**src/rtl/edh_pkg.sv**
```systemverilog
package edh_pkg;
  localparam int WORD_W = 10;
  localparam int CRC_W  = 16;
  localparam int IDX_W  = 3;
  localparam int N_REG  = 2;   // region 0 = full field, region 1 = active picture
  localparam logic [CRC_W-1:0] CRC_POLY = 16'h1021;

  // Flag word: bit 0 error-here, bit 1 error-already, bit 2 unknown status
  function automatic logic [2:0] flag_merge(input logic v, input logic mism,
                                            input logic [2:0] fin);
    return {fin[2] | ~v, fin[1] | fin[0], v & mism};
  endfunction
endpackage

```
**src/rtl/edh_crc_acc.sv**
```systemverilog
module edh_crc_acc #(
  parameter int DW = 10,
  parameter int CW = 16,
  parameter logic [CW-1:0] POLY = 16'h1021
) (
  input  logic          clk,
  input  logic          rst_n,
  input  logic          clr,
  input  logic          en,
  input  logic [DW-1:0] d,
  output logic [CW-1:0] hold,
  output logic          latch_evt
);
  logic [CW-1:0] run;
  logic          en_d;

  function automatic logic [CW-1:0] crc_step(input logic [CW-1:0] c, input logic [DW-1:0] w);
    logic [CW-1:0] r;
    logic fb;
    r = c;
    for (int b = DW - 1; b >= 0; b--) begin
      fb = r[CW-1] ^ w[b];
      r  = {r[CW-2:0], 1'b0} ^ (fb ? POLY : '0);
    end
    return r;
  endfunction

  assign latch_evt = en_d & ~en;

  always_ff @(posedge clk) begin
    if (!rst_n) begin
      run  <= '0;
      en_d <= 1'b0;
      hold <= '0;
    end else begin
      en_d <= en;
      if (clr) run <= '0;
      else if (en) run <= crc_step(run, d);
      if (latch_evt) hold <= run;
    end
  end
endmodule

```
**src/rtl/edh_rx_capture.sv**
```systemverilog
module edh_rx_capture #(
  parameter int DW = 10,
  parameter int CW = 16,
  parameter int IW = 3,
  parameter int NR = 2
) (
  input  logic                 clk,
  input  logic                 rst_n,
  input  logic                 pkt_en,
  input  logic [IW-1:0]        pkt_idx,
  input  logic [DW-1:0]        din,
  output logic [NR-1:0][CW-1:0] rx_crc,
  output logic [NR-1:0]        rx_v
);
  localparam int HB = CW / 2;

  for (genvar r = 0; r < NR; r++) begin : g_reg
    always_ff @(posedge clk) begin
      if (!rst_n) begin
        rx_crc[r] <= '0;
        rx_v[r]   <= 1'b0;
      end else if (pkt_en) begin
        if (pkt_idx == IW'(2 * r)) rx_crc[r][HB-1:0] <= din[HB-1:0];
        if (pkt_idx == IW'(2 * r + 1)) begin
          rx_crc[r][CW-1:HB] <= din[HB-1:0];
          rx_v[r]            <= din[HB];
        end
      end
    end
  end
endmodule

```
**src/rtl/edh_pkt_rewrite.sv**
```systemverilog
module edh_pkt_rewrite #(
  parameter int DW = 10,
  parameter int CW = 16,
  parameter int IW = 3,
  parameter int NR = 2
) (
  input  logic                  pkt_en,
  input  logic [IW-1:0]         pkt_idx,
  input  logic [DW-1:0]         din,
  input  logic [NR-1:0][CW-1:0] crc_i,
  input  logic [NR-1:0]         vbit_i,
  input  logic [NR-1:0][2:0]    flags_i,
  output logic [DW-1:0]         word_o
);
  localparam int HB = CW / 2;

  always_comb begin
    word_o = din;
    if (pkt_en) begin
      for (int r = 0; r < NR; r++) begin
        if (pkt_idx == IW'(2 * r))
          word_o = {{(DW-HB){1'b0}}, crc_i[r][HB-1:0]};
        else if (pkt_idx == IW'(2 * r + 1))
          word_o = {{(DW-HB-1){1'b0}}, vbit_i[r], crc_i[r][CW-1:HB]};
        else if (pkt_idx == IW'(2 * NR + r))
          word_o = {{(DW-3){1'b0}}, flags_i[r]};
      end
    end
  end
endmodule

```
**src/rtl/edh_crc_regen.sv**
```systemverilog
module edh_crc_regen
  import edh_pkg::*;
#(
  parameter int DW = WORD_W,
  parameter int CW = CRC_W,
  parameter int IW = IDX_W,
  parameter logic [CW-1:0] POLY = CRC_POLY
) (
  input  logic          clk,
  input  logic          rst_n,
  input  logic [DW-1:0] din,
  input  logic          sof,
  input  logic          ff_win,
  input  logic          ap_win,
  input  logic          pkt_en,
  input  logic [IW-1:0] pkt_idx,
  input  logic [1:0]    vovr_en,
  input  logic [1:0]    vovr_val,
  input  logic [1:0]    fovr_en,
  input  logic [5:0]    fovr_flags,
  output logic [DW-1:0] dout,
  output logic [CW-1:0] in_crc_ff,
  output logic [CW-1:0] in_crc_ap,
  output logic [CW-1:0] out_crc_ff,
  output logic [CW-1:0] out_crc_ap,
  output logic [1:0]    rx_valid
);
  localparam int NR = 2;

  logic [NR-1:0]         win, win_q;
  logic                  sof_q;
  logic [NR-1:0][CW-1:0] in_hold, out_hold, rx_crc;
  logic [NR-1:0]         in_latch, out_latch, rx_v;
  logic [NR-1:0]         mismatch, vbit;
  logic [NR-1:0][2:0]    flags_new;
  logic [DW-1:0]         word_nx;

  assign win = {ap_win, ff_win};

  always_ff @(posedge clk) begin
    if (!rst_n) begin
      dout  <= '0;
      win_q <= '0;
      sof_q <= 1'b0;
    end else begin
      dout  <= word_nx;
      win_q <= win;
      sof_q <= sof;
    end
  end

  for (genvar r = 0; r < NR; r++) begin : g_region
    edh_crc_acc #(.DW(DW), .CW(CW), .POLY(POLY)) u_in (
      .clk(clk), .rst_n(rst_n), .clr(sof), .en(win[r]), .d(din),
      .hold(in_hold[r]), .latch_evt(in_latch[r]));
    edh_crc_acc #(.DW(DW), .CW(CW), .POLY(POLY)) u_out (
      .clk(clk), .rst_n(rst_n), .clr(sof_q), .en(win_q[r]), .d(dout),
      .hold(out_hold[r]), .latch_evt(out_latch[r]));

    assign mismatch[r]  = rx_v[r] & (rx_crc[r] != in_hold[r]);
    assign vbit[r]      = vovr_en[r] ? vovr_val[r] : 1'b1;
    assign flags_new[r] = fovr_en[r] ? fovr_flags[3*r +: 3]
                                     : flag_merge(rx_v[r], mismatch[r], din[2:0]);
  end

  edh_rx_capture #(.DW(DW), .CW(CW), .IW(IW), .NR(NR)) u_rx (
    .clk(clk), .rst_n(rst_n), .pkt_en(pkt_en), .pkt_idx(pkt_idx), .din(din),
    .rx_crc(rx_crc), .rx_v(rx_v));

  edh_pkt_rewrite #(.DW(DW), .CW(CW), .IW(IW), .NR(NR)) u_rw (
    .pkt_en(pkt_en), .pkt_idx(pkt_idx), .din(din), .crc_i(out_hold),
    .vbit_i(vbit), .flags_i(flags_new), .word_o(word_nx));

  assign in_crc_ff  = in_hold[0];
  assign in_crc_ap  = in_hold[1];
  assign out_crc_ff = out_hold[0];
  assign out_crc_ap = out_hold[1];
  assign rx_valid   = rx_v;
endmodule

```
**config.mk**
```make
export PLATFORM = sky130hd
export DESIGN_NAME = edh_crc_regen
export DESIGN_NICKNAME = d
export VERILOG_FILES = /design/src/rtl/edh_pkg.sv /design/src/rtl/edh_crc_acc.sv /design/src/rtl/edh_rx_capture.sv /design/src/rtl/edh_pkt_rewrite.sv /design/src/rtl/edh_crc_regen.sv
export SDC_FILE = /design/constraint.sdc
export NUM_CORES = 1
export LEC_CHECK = 0
export CORE_ASPECT_RATIO = 1.25
export CORE_MARGIN = 1.5
export CORE_UTILIZATION = 45
export CTS_CLUSTER_SIZE = 12
export DETAILED_ROUTE_END_ITERATION = 7
export MAX_ROUTING_LAYER = met4
export PLACE_DENSITY_LB_ADDON = 0.05
export REMOVE_ABC_BUFFERS = 1
export SYNTH_ARGS = -nofsm -noshare
export SYNTH_HDL_FRONTEND = slang
export SYNTH_SLANG_ARGS = --single-unit
```
**constraint.sdc**
```tcl
create_clock -name clk -period 3.55 [get_ports clk]
set_input_delay 0.8875 -clock clk [delete_from_list [all_inputs] [get_ports clk]]
set_output_delay 0.8875 -clock clk [all_outputs]
set_load 0.02 [all_outputs]
```
Word level (Yosys, flattened, before mapping)
Cells that the tools add are included.
W data, S select, Z words.
{ "classes": {"add_sub_neg": 0, "multipliers": 0, "div_mod_pow": 0, "magnitude_cmp": 0, "eq_ne": 7, "shift": 0, "muxes": 51, "n_bitwise": 98, "n_reduce_logical": 7} }
{ "op_table": {"columns": ["operator", "count"], "rows": [
  ["$xor A16 B16 Y16", 40],
  ["$mux W13", 40],
  ["$mux W10", 7],
  ["$xor A1 B1 Y1", 40],
  ["$ne A16 B16 Y1", 2],
  ["$and A1 B1 Y1", 8],
  ["$reduce_and A2 Y1", 4],
  ["$not A1 Y1", 7],
  ["$eq A3 B2 Y1 const B", 2],
  ["$eq A3 B3 Y1 const B", 2],
  ["$mux W3", 2],
  ["$reduce_or A2 Y1", 2],
  ["$eq A3 B1 Y1 const B", 1],
  ["$logic_not A3 Y1", 1],
  ["$or A1 B1 Y1", 3],
  ["$mux W1", 2]
]} }
{ "totals": {"register_bits": 179, "latch_bits": 0, "mem_bits_rw": 0, "romBits": 0, "output_inout_bits": 76, "wordCells": 184, "memories": 0} }

Depth between registers and ports, before layout
Gate-level depths: netlist of run 1.
{ "depth": {"word_depth": 30, "mapped_depth": 7} }

Cells and area by module
Synthesis of run 1 repeated with hierarchy kept, for this count alone.
{ "unflattened": {"cells_unflattened": 927, "hier_area_um2": 8881.0} }
{ "modules_own_cells": {"columns": ["module", "n_inst", "cells_each", "area_per_inst_um2", "seq_area_each_um2"], "rows": [
  ["edh_crc_acc", 4, 160, 1559.0, 660.6],
  ["edh_rx_capture", 1, 124, 1278.7, 680.7],
  ["edh_crc_regen", 1, 89, 783.3, 260.2],
  ["edh_pkt_rewrite", 1, 74, 583.1, 0.0]
]} }

Worst setup path before layout of run 1
OpenSTA, ideal clock, no wires.
{ "synth_timing": {"path_type": "input-to-reg", "from": "in pkt_idx[0]", "to": "reg dout[1]", "setup_ns": 0.115, "arrival_time_ns": 2.104, "path_slack_ns": 1.331, "stages": 7, "path_buffers": 2, "path_cell_list": "buf_2 -> buf_1 -> mux2i_1 -> nor2_1 -> o31ai_1 -> a31oi_1 -> o21a_1"} }
{ "synth_via": {"elab_chain_cells": 8, "elab_cells_between_ends": 13, "classes_between": "5 x eq/ne; 7 x mux; 1 x reduce/logical"} }
{ "synth_rtl": {"columns": ["element", "line", "rtl"], "rows": [
  ["from (decl)", "edh_crc_regen.sv:16", "input logic [IW-1:0] pkt_idx,"],
  ["$eq A3 B3 Y1", "edh_pkt_rewrite.sv:25", "else if (pkt_idx == IW'(2 * NR + r))"],
  ["$mux W10", "edh_pkt_rewrite.sv:25", null],
  ["$mux W10", "edh_pkt_rewrite.sv:23", "else if (pkt_idx == IW'(2 * r + 1))"],
  ["$mux W10", "edh_pkt_rewrite.sv:21", "if (pkt_idx == IW'(2 * r))"],
  ["$mux W10", "edh_pkt_rewrite.sv:25", null],
  ["$mux W10", "edh_pkt_rewrite.sv:23", null],
  ["$mux W10 (*)", "edh_pkt_rewrite.sv:21", null],
  ["$mux W10 (*)", "edh_pkt_rewrite.sv:19", "if (pkt_en) begin"],
  ["to (signal assigned)", "edh_crc_regen.sv:46", "dout <= word_nx;"],
  ["to (decl)", "edh_crc_regen.sv:21", "output logic [DW-1:0] dout,"]
]} }
Mark *: on every way between the ends. The rest lies on a longest branch, timed or not.
A chain may end at the register's enable or synchronous reset.

Final worst setup path of run 1
{ "layout_timing": {"from": "reg dout[6]", "to": "out dout[6]"} }
No word-level cell between the ends.

==> flow_summary.yaml, run 1 <==
die:
  io_pins: 107
  floorplan.initialDensity: 0.462
  core_area_mm2: 0.0182
  die_y_um: 156
  rows: 55
  fp.dieArea_mm2: 0.0196
  die_w_um: 125
setup_path:
  path_max_fanout: 4
  critPathLaunchType: "register"
  cp_slowest_cell: "clkdlybuf4s50_1"
  cp_top_family: "buffers and inverters"
  setup.worst_path.end_class: "output port"
  setup.worst_path.class: "register to output port"
  cp_num_buf_inv: 1
  cp.arrival_ns: 1.64
  required_ns: 2.66
  cp_cell_sequence: "clkdlybuf4s50_1"
  cpPeakStageDelay_ns: 0.67
detailed_routing:
  vias: 6511
  antenna_left: 0
  viasPerCell: 5.08
  drc: 0
  drt-pass1-iter-count: 4
  wire_per_inst_um: 17.7
  first_iter_violations: 359
  wl_um: 22700
final_layout:
  diodes: 0
  final_cell_mix: "nand2_1 (209), dfxtp_1 (177), clkdlybuf4s50_1 (105), a21boi_0 (103), xnor2_1 (88)"
  nFillCells: 1723
  drive_gt1_frac: 0.0674
  finalNetCount: 1071
  final_common_cell: "nand2_1"
  area_growth_pct: 22.1
yosys:
  ys_top_cells_by_area: "dfxtp_1 (42%), nand2_1 (9.3%), a21boi_0 (9.2%)"
  async_reset_ff_frac: 0
  synth-edff-count: 0
  synthSimpleGateAreaFrac: 0.170
  synth_cells: 957
  synthMuxAreaShare: 0.0538
  synth-xor-area-share: 0.173
  avgSynthCellArea_um2: 8.80
  synth_area_mm2: 0.00843
  synthAdderAreaFrac: 0
  ys.flop_type: "dfxtp_1"
  synth-seq-cells: 177
  synth_warnings: 0
  synth_compound_area_frac: 0.148
  synth_top_area_frac: 0.421
  synth_top_family_by_area: "XOR/XNOR gates"
  ys_seq_area_frac: 0.421
  synth_top_area_cell: "dfxtp_1"
  ys_types: 40
sta:
  finalSetupTns_ns: 0
  fin_crit_sh: 0.711
  worst_pin_slew_ns: 0.743
  slew_violations: 0
  fin_worst_hold_slack_ns: 0.474
  setup_viol: 0
  clock_skew_ns: 0.0109
  slew-limit-headroom: 0.504
  fin_crit_ns: 2.52
  hold_viol: 0
  rsz0062_at_grt: "false"
  max_freq_mhz: 396
  fin_ws_ns: 1.03
global_routing:
  grt_pass1_vias: 6298
  grt_use_total: 0.243
  grt_pass1_wl_um: 35700
  overflow: 0
  antenna_found_initial: 0
  grt_start_max_net_pins: 39
power:
  peakVddDrop_mv: 0.309
  p_per_area_mw_per_mm2: 484
  cellLeakagePower_nw: 3.79
cts:
  clkLatencyLatePin_ns: 0.43
  root_buffer: "clkbuf_16"
  clock_path_buffers: 2
  post_cts_resized: 0
  htree_num_levels: 4
  cts_made_buffers: 17
  ctsHoldBuffers: 0
  cts.reportedPaths.clkPinSlew_ns: 0.07
  cts_setup_buffers: 0
  cts_tree: "yes"
  cts_sinks: 177
place:
  gp_congestion: 0.902
  portBuffers: 106
  dpl.hpwl_um: 16700
  pre_cts_ws_ns: 0.643
run:
  drv_cap: 0
outcome:
  outcome: "completed"
hold_path:
  hold_path.class: "register to register"
[sequential cells by signal (all words and copies together), names as in the netlist]
signal / flops
g_region.u_in.hold: 32
g_region.u_in.run: 32
g_region.u_out.hold: 32
g_region.u_out.run: 32
u_rx.rx_crc: 32
dout: 10
g_region.u_out.en_d: 2
u_rx.rx_v: 2
g_region.u_in.en_d: 1
sof_q: 1
win_q: 1
[through the flow]
stage                     instances  power, W  utilization  area, um^2
after global routing           1281   0.00519        0.564       10300
final                          1281   0.00497        0.564       10300
after detailed placement       1249   0.00312        0.531        9690
after CTS                      1281   0.00501        0.564       10300
after global placement         1249   0.00312        0.531        9690
after floorplan                 890   0.00283            -        8160
[worst paths after layout]
check	startpoint	cells after the start	end	slack [ns]
worst max-delay path	dout[6]	1	dout[6]	1.03
worst min-delay path	u_rx.rx_crc[14]	2	u_rx.rx_crc[14]	0.47
worst max register to register	dout[9]	4	g_region[0].u_out.run[6]	1.57
worst min register to register	u_rx.rx_crc[14]	2	u_rx.rx_crc[14]	0.47
[metal layers]
layer / track usage / share of wire / routed length, um
met1: 0.296 / 0.44 / 10100
met2: 0.418 / 0.50 / 11300
met3: 0.0319 / 0.039 / 894
met4: 0.0785 / 0.019 / 435
met5: - / 0 / 0
[cell families (layout without fill, tap and decap cells)]
| kind of cell | count (synthesis) | in the layout |
|---|---|---|
| flops | 177 | 177 |
| simple gates | 343 | 343 |
| buf+inv | 73 | 169 |
| xor+xnor | 152 | 152 |
| mux | 44 | 44 |
| compound gates | 168 | 168 |
[cells in the mapped netlist, types with 9 or more instances]
| library cell | instances |
|---|---|
| a211oi_1 | 32 |
| a21boi_0 | 103 |
| and2_1 | 9 |
| clkbuf_1 | 53 |
| dfxtp_1 | 177 |
| mux2_2 | 10 |
| mux2i_1 | 34 |
| nand2_1 | 209 |
| nand2b_1 | 21 |
| nor2_1 | 72 |
| nor2b_1 | 9 |
| xnor2_1 | 88 |
| xor2_1 | 54 |
[power by group]
part / total, W / leakage (nW) / switching [W] / internal [W]
Combinational: 0.000914 / 2.07 / 0.000465 / 0.000449
Sequential: 0.00216 / 1.44 / 0.0000929 / 0.00207
Clock: 0.00190 / 0.276 / 0.000833 / 0.00107
[final cells by class]
class / count / area, um^2 / share of cell area
clock buffer: 18 / 439 / 0.0427
clock inverter: 14 / 155 / 0.0151
inverter: 6 / 22.5 / 0.00219
multi-input combinational: 707 / 4600 / 0.447
sequential: 177 / 3540 / 0.345
tap: 228 / 285 / 0.0277
timing repair buffer: 131 / 1240 / 0.121
No activity file was read; power rests on OpenSTA's default activity.
==> run 2: changes to the inputs <==
Clock period 3.55 ns to 2.5 ns, I/O delays scaled along.
==> run 2 against run 1 <==
- non-clock buffer count up 35
- flip-flop and latch count stayed put
- cell area up 3.5%
- sequential share of layout area shrank 1.2 points
- combinational power up 53%
- clock-buffer cell count up 4
- hold slack gained 0.0029 ns
- die area did not move
- utilization grew 2.0 points
- first-iteration DRC count increased by 18%
- register-to-register slack lost 1.0 ns
- sequential power rose by 42%
==> flow_summary.yaml, run 2 (synthesized netlist as in run 1, its figures left out) <==
outcome:
  outcome: "completed"
place:
  dpl.hpwl_um: 17200
  portBuffers: 106
  pre_cts_ws_ns: 0.0923
  gp_congestion: 0.871
  dp_cells: 1284
  place_area_mm2: 0.00999
cts:
  post_cts_resized: 0
  cts_sinks: 177
  clock_path_buffers: 2
  root_buffer: "clkbuf_16"
  cts_setup_buffers: 0
  ctsHoldBuffers: 0
  cts_made_buffers: 17
  clkLatencyLatePin_ns: 0.43
  cts_tree: "yes"
  cts.reportedPaths.clkPinSlew_ns: 0.06
  htree_num_levels: 4
final_layout:
  fin_cells: 1316
  final_common_cell: "nand2_1"
  drive_gt1_frac: 0.0956
  finalNetCount: 1106
  diodes: 0
  final_cell_mix: "nand2_1 (209), dfxtp_1 (177), clkdlybuf4s50_1 (105), a21boi_0 (103), xnor2_1 (88)"
  area_growth_pct: 26.3
  final_area_mm2: 0.0106
sta:
  fin_crit_sh: 0.909
  slew_violations: 0
  hold_viol: 0
  finalSetupTns_ns: 0
  fin_ws_ns: 0.228
  fin_crit_ns: 2.27
  slew-limit-headroom: 0.252
  max_freq_mhz: 440
  worst_pin_slew_ns: 1.12
  clock_skew_ns: 0.00704
  rsz0062_at_grt: "false"
  setup_viol: 0
setup_path:
  cp_cell_sequence: "clkdlybuf4s50_1"
  path_max_fanout: 3
  cpPeakStageDelay_ns: 0.68
  setup.worst_path.class: "register to output port"
  cp_top_family: "buffers and inverters"
  cp_num_buf_inv: 1
  required_ns: 1.88
  cp.arrival_ns: 1.65
  critPathLaunchType: "register"
  setup.worst_path.end_class: "output port"
  cp_slowest_cell: "clkdlybuf4s50_1"
power:
  peakVddDrop_mv: 0.423
  cellLeakagePower_nw: 4.01
  p_per_area_mw_per_mm2: 697
die:
  core_area_mm2: 0.0182
  floorplan.initialDensity: 0.462
  io_pins: 107
  fp.dieArea_mm2: 0.0196
  die_w_um: 125
  die_y_um: 156
  rows: 55
global_routing:
  grt_start_max_net_pins: 74
  grt_pass1_vias: 6470
  overflow: 0
  grt_pass1_wl_um: 36200
  antenna_found_initial: 0
  grt_use_total: 0.247
detailed_routing:
  wl_um: 23100
  wire_per_inst_um: 17.6
  drc: 0
  first_iter_violations: 424
  viasPerCell: 5.12
  antenna_left: 0
  vias: 6733
  drt-pass1-iter-count: 5
hold_path:
  hold_path.class: "register to register"
run:
  drv_cap: 0
[run 2: changes by cell type in the layout (fill, tap and decap cells not counted), moves of 3 or more]
| cell | before | now |
|---|---|---|
| clkinvlp_4 | 5 | 2 |
| bufinv_16 | 2 | 5 |
| inv_6 | 4 | 0 |
| buf_12 | 0 | 3 |
| buf_4 | 25 | 57 |
[run 2: tightest hold or removal path, cell delays in order (launching register included)]
cell and delay [ns]:
dfxtp_1 0.32, nand2_1 0.05, a21boi_0 0.06
[run 2: worst paths after layout]
check                                    start                        to  slack [ns]  cells after the start
worst max-delay path                   dout[9]                   dout[9]        0.23                      1
worst min-delay path            u_rx.rx_crc[6]            u_rx.rx_crc[6]        0.48                      2
worst max register to register         dout[9]  g_region[0].u_out.run[6]        0.54                      4
worst min register to register  u_rx.rx_crc[6]            u_rx.rx_crc[6]        0.48                      2
[run 2: report_power, final]
part / leakage [nW] / internal, W / total, W / switching [W]
logic: 2.25 / 0.000714 / 0.00140 / 0.000687
registers: 1.44 / 0.00294 / 0.00307 / 0.000131
clock network: 0.316 / 0.00185 / 0.00295 / 0.00110
total: 4.01 / 0.00550 / 0.00742 / 0.00191
[run 2: area by class of cell]
cell class	instances	area [um^2]
clock buffer	22	474
clock inverter	10	180
fill	1667	7590
inverter	6	22.5
multi-input combinational	707	4600
sequential	177	3540
tap	228	285
timing repair buffer	166	1540
[run 2: metal layers]
layer,part of all wire,global-route usage
met1,0.45,0.300
met2,0.50,0.425
met3,0.031,0.0326
met4,0.021,0.0817
met5,0,-
[run 2: stage by stage]
step	utilization	total power (W)	hold slack (ns)
floorplan	-	0.00402	0.455
global route	0.584	0.00772	0.501
finish	0.584	0.00742	0.477
CTS	0.584	0.00748	0.480
global placement	0.548	0.00453	0.462
detailed placement	0.548	0.00453	0.472
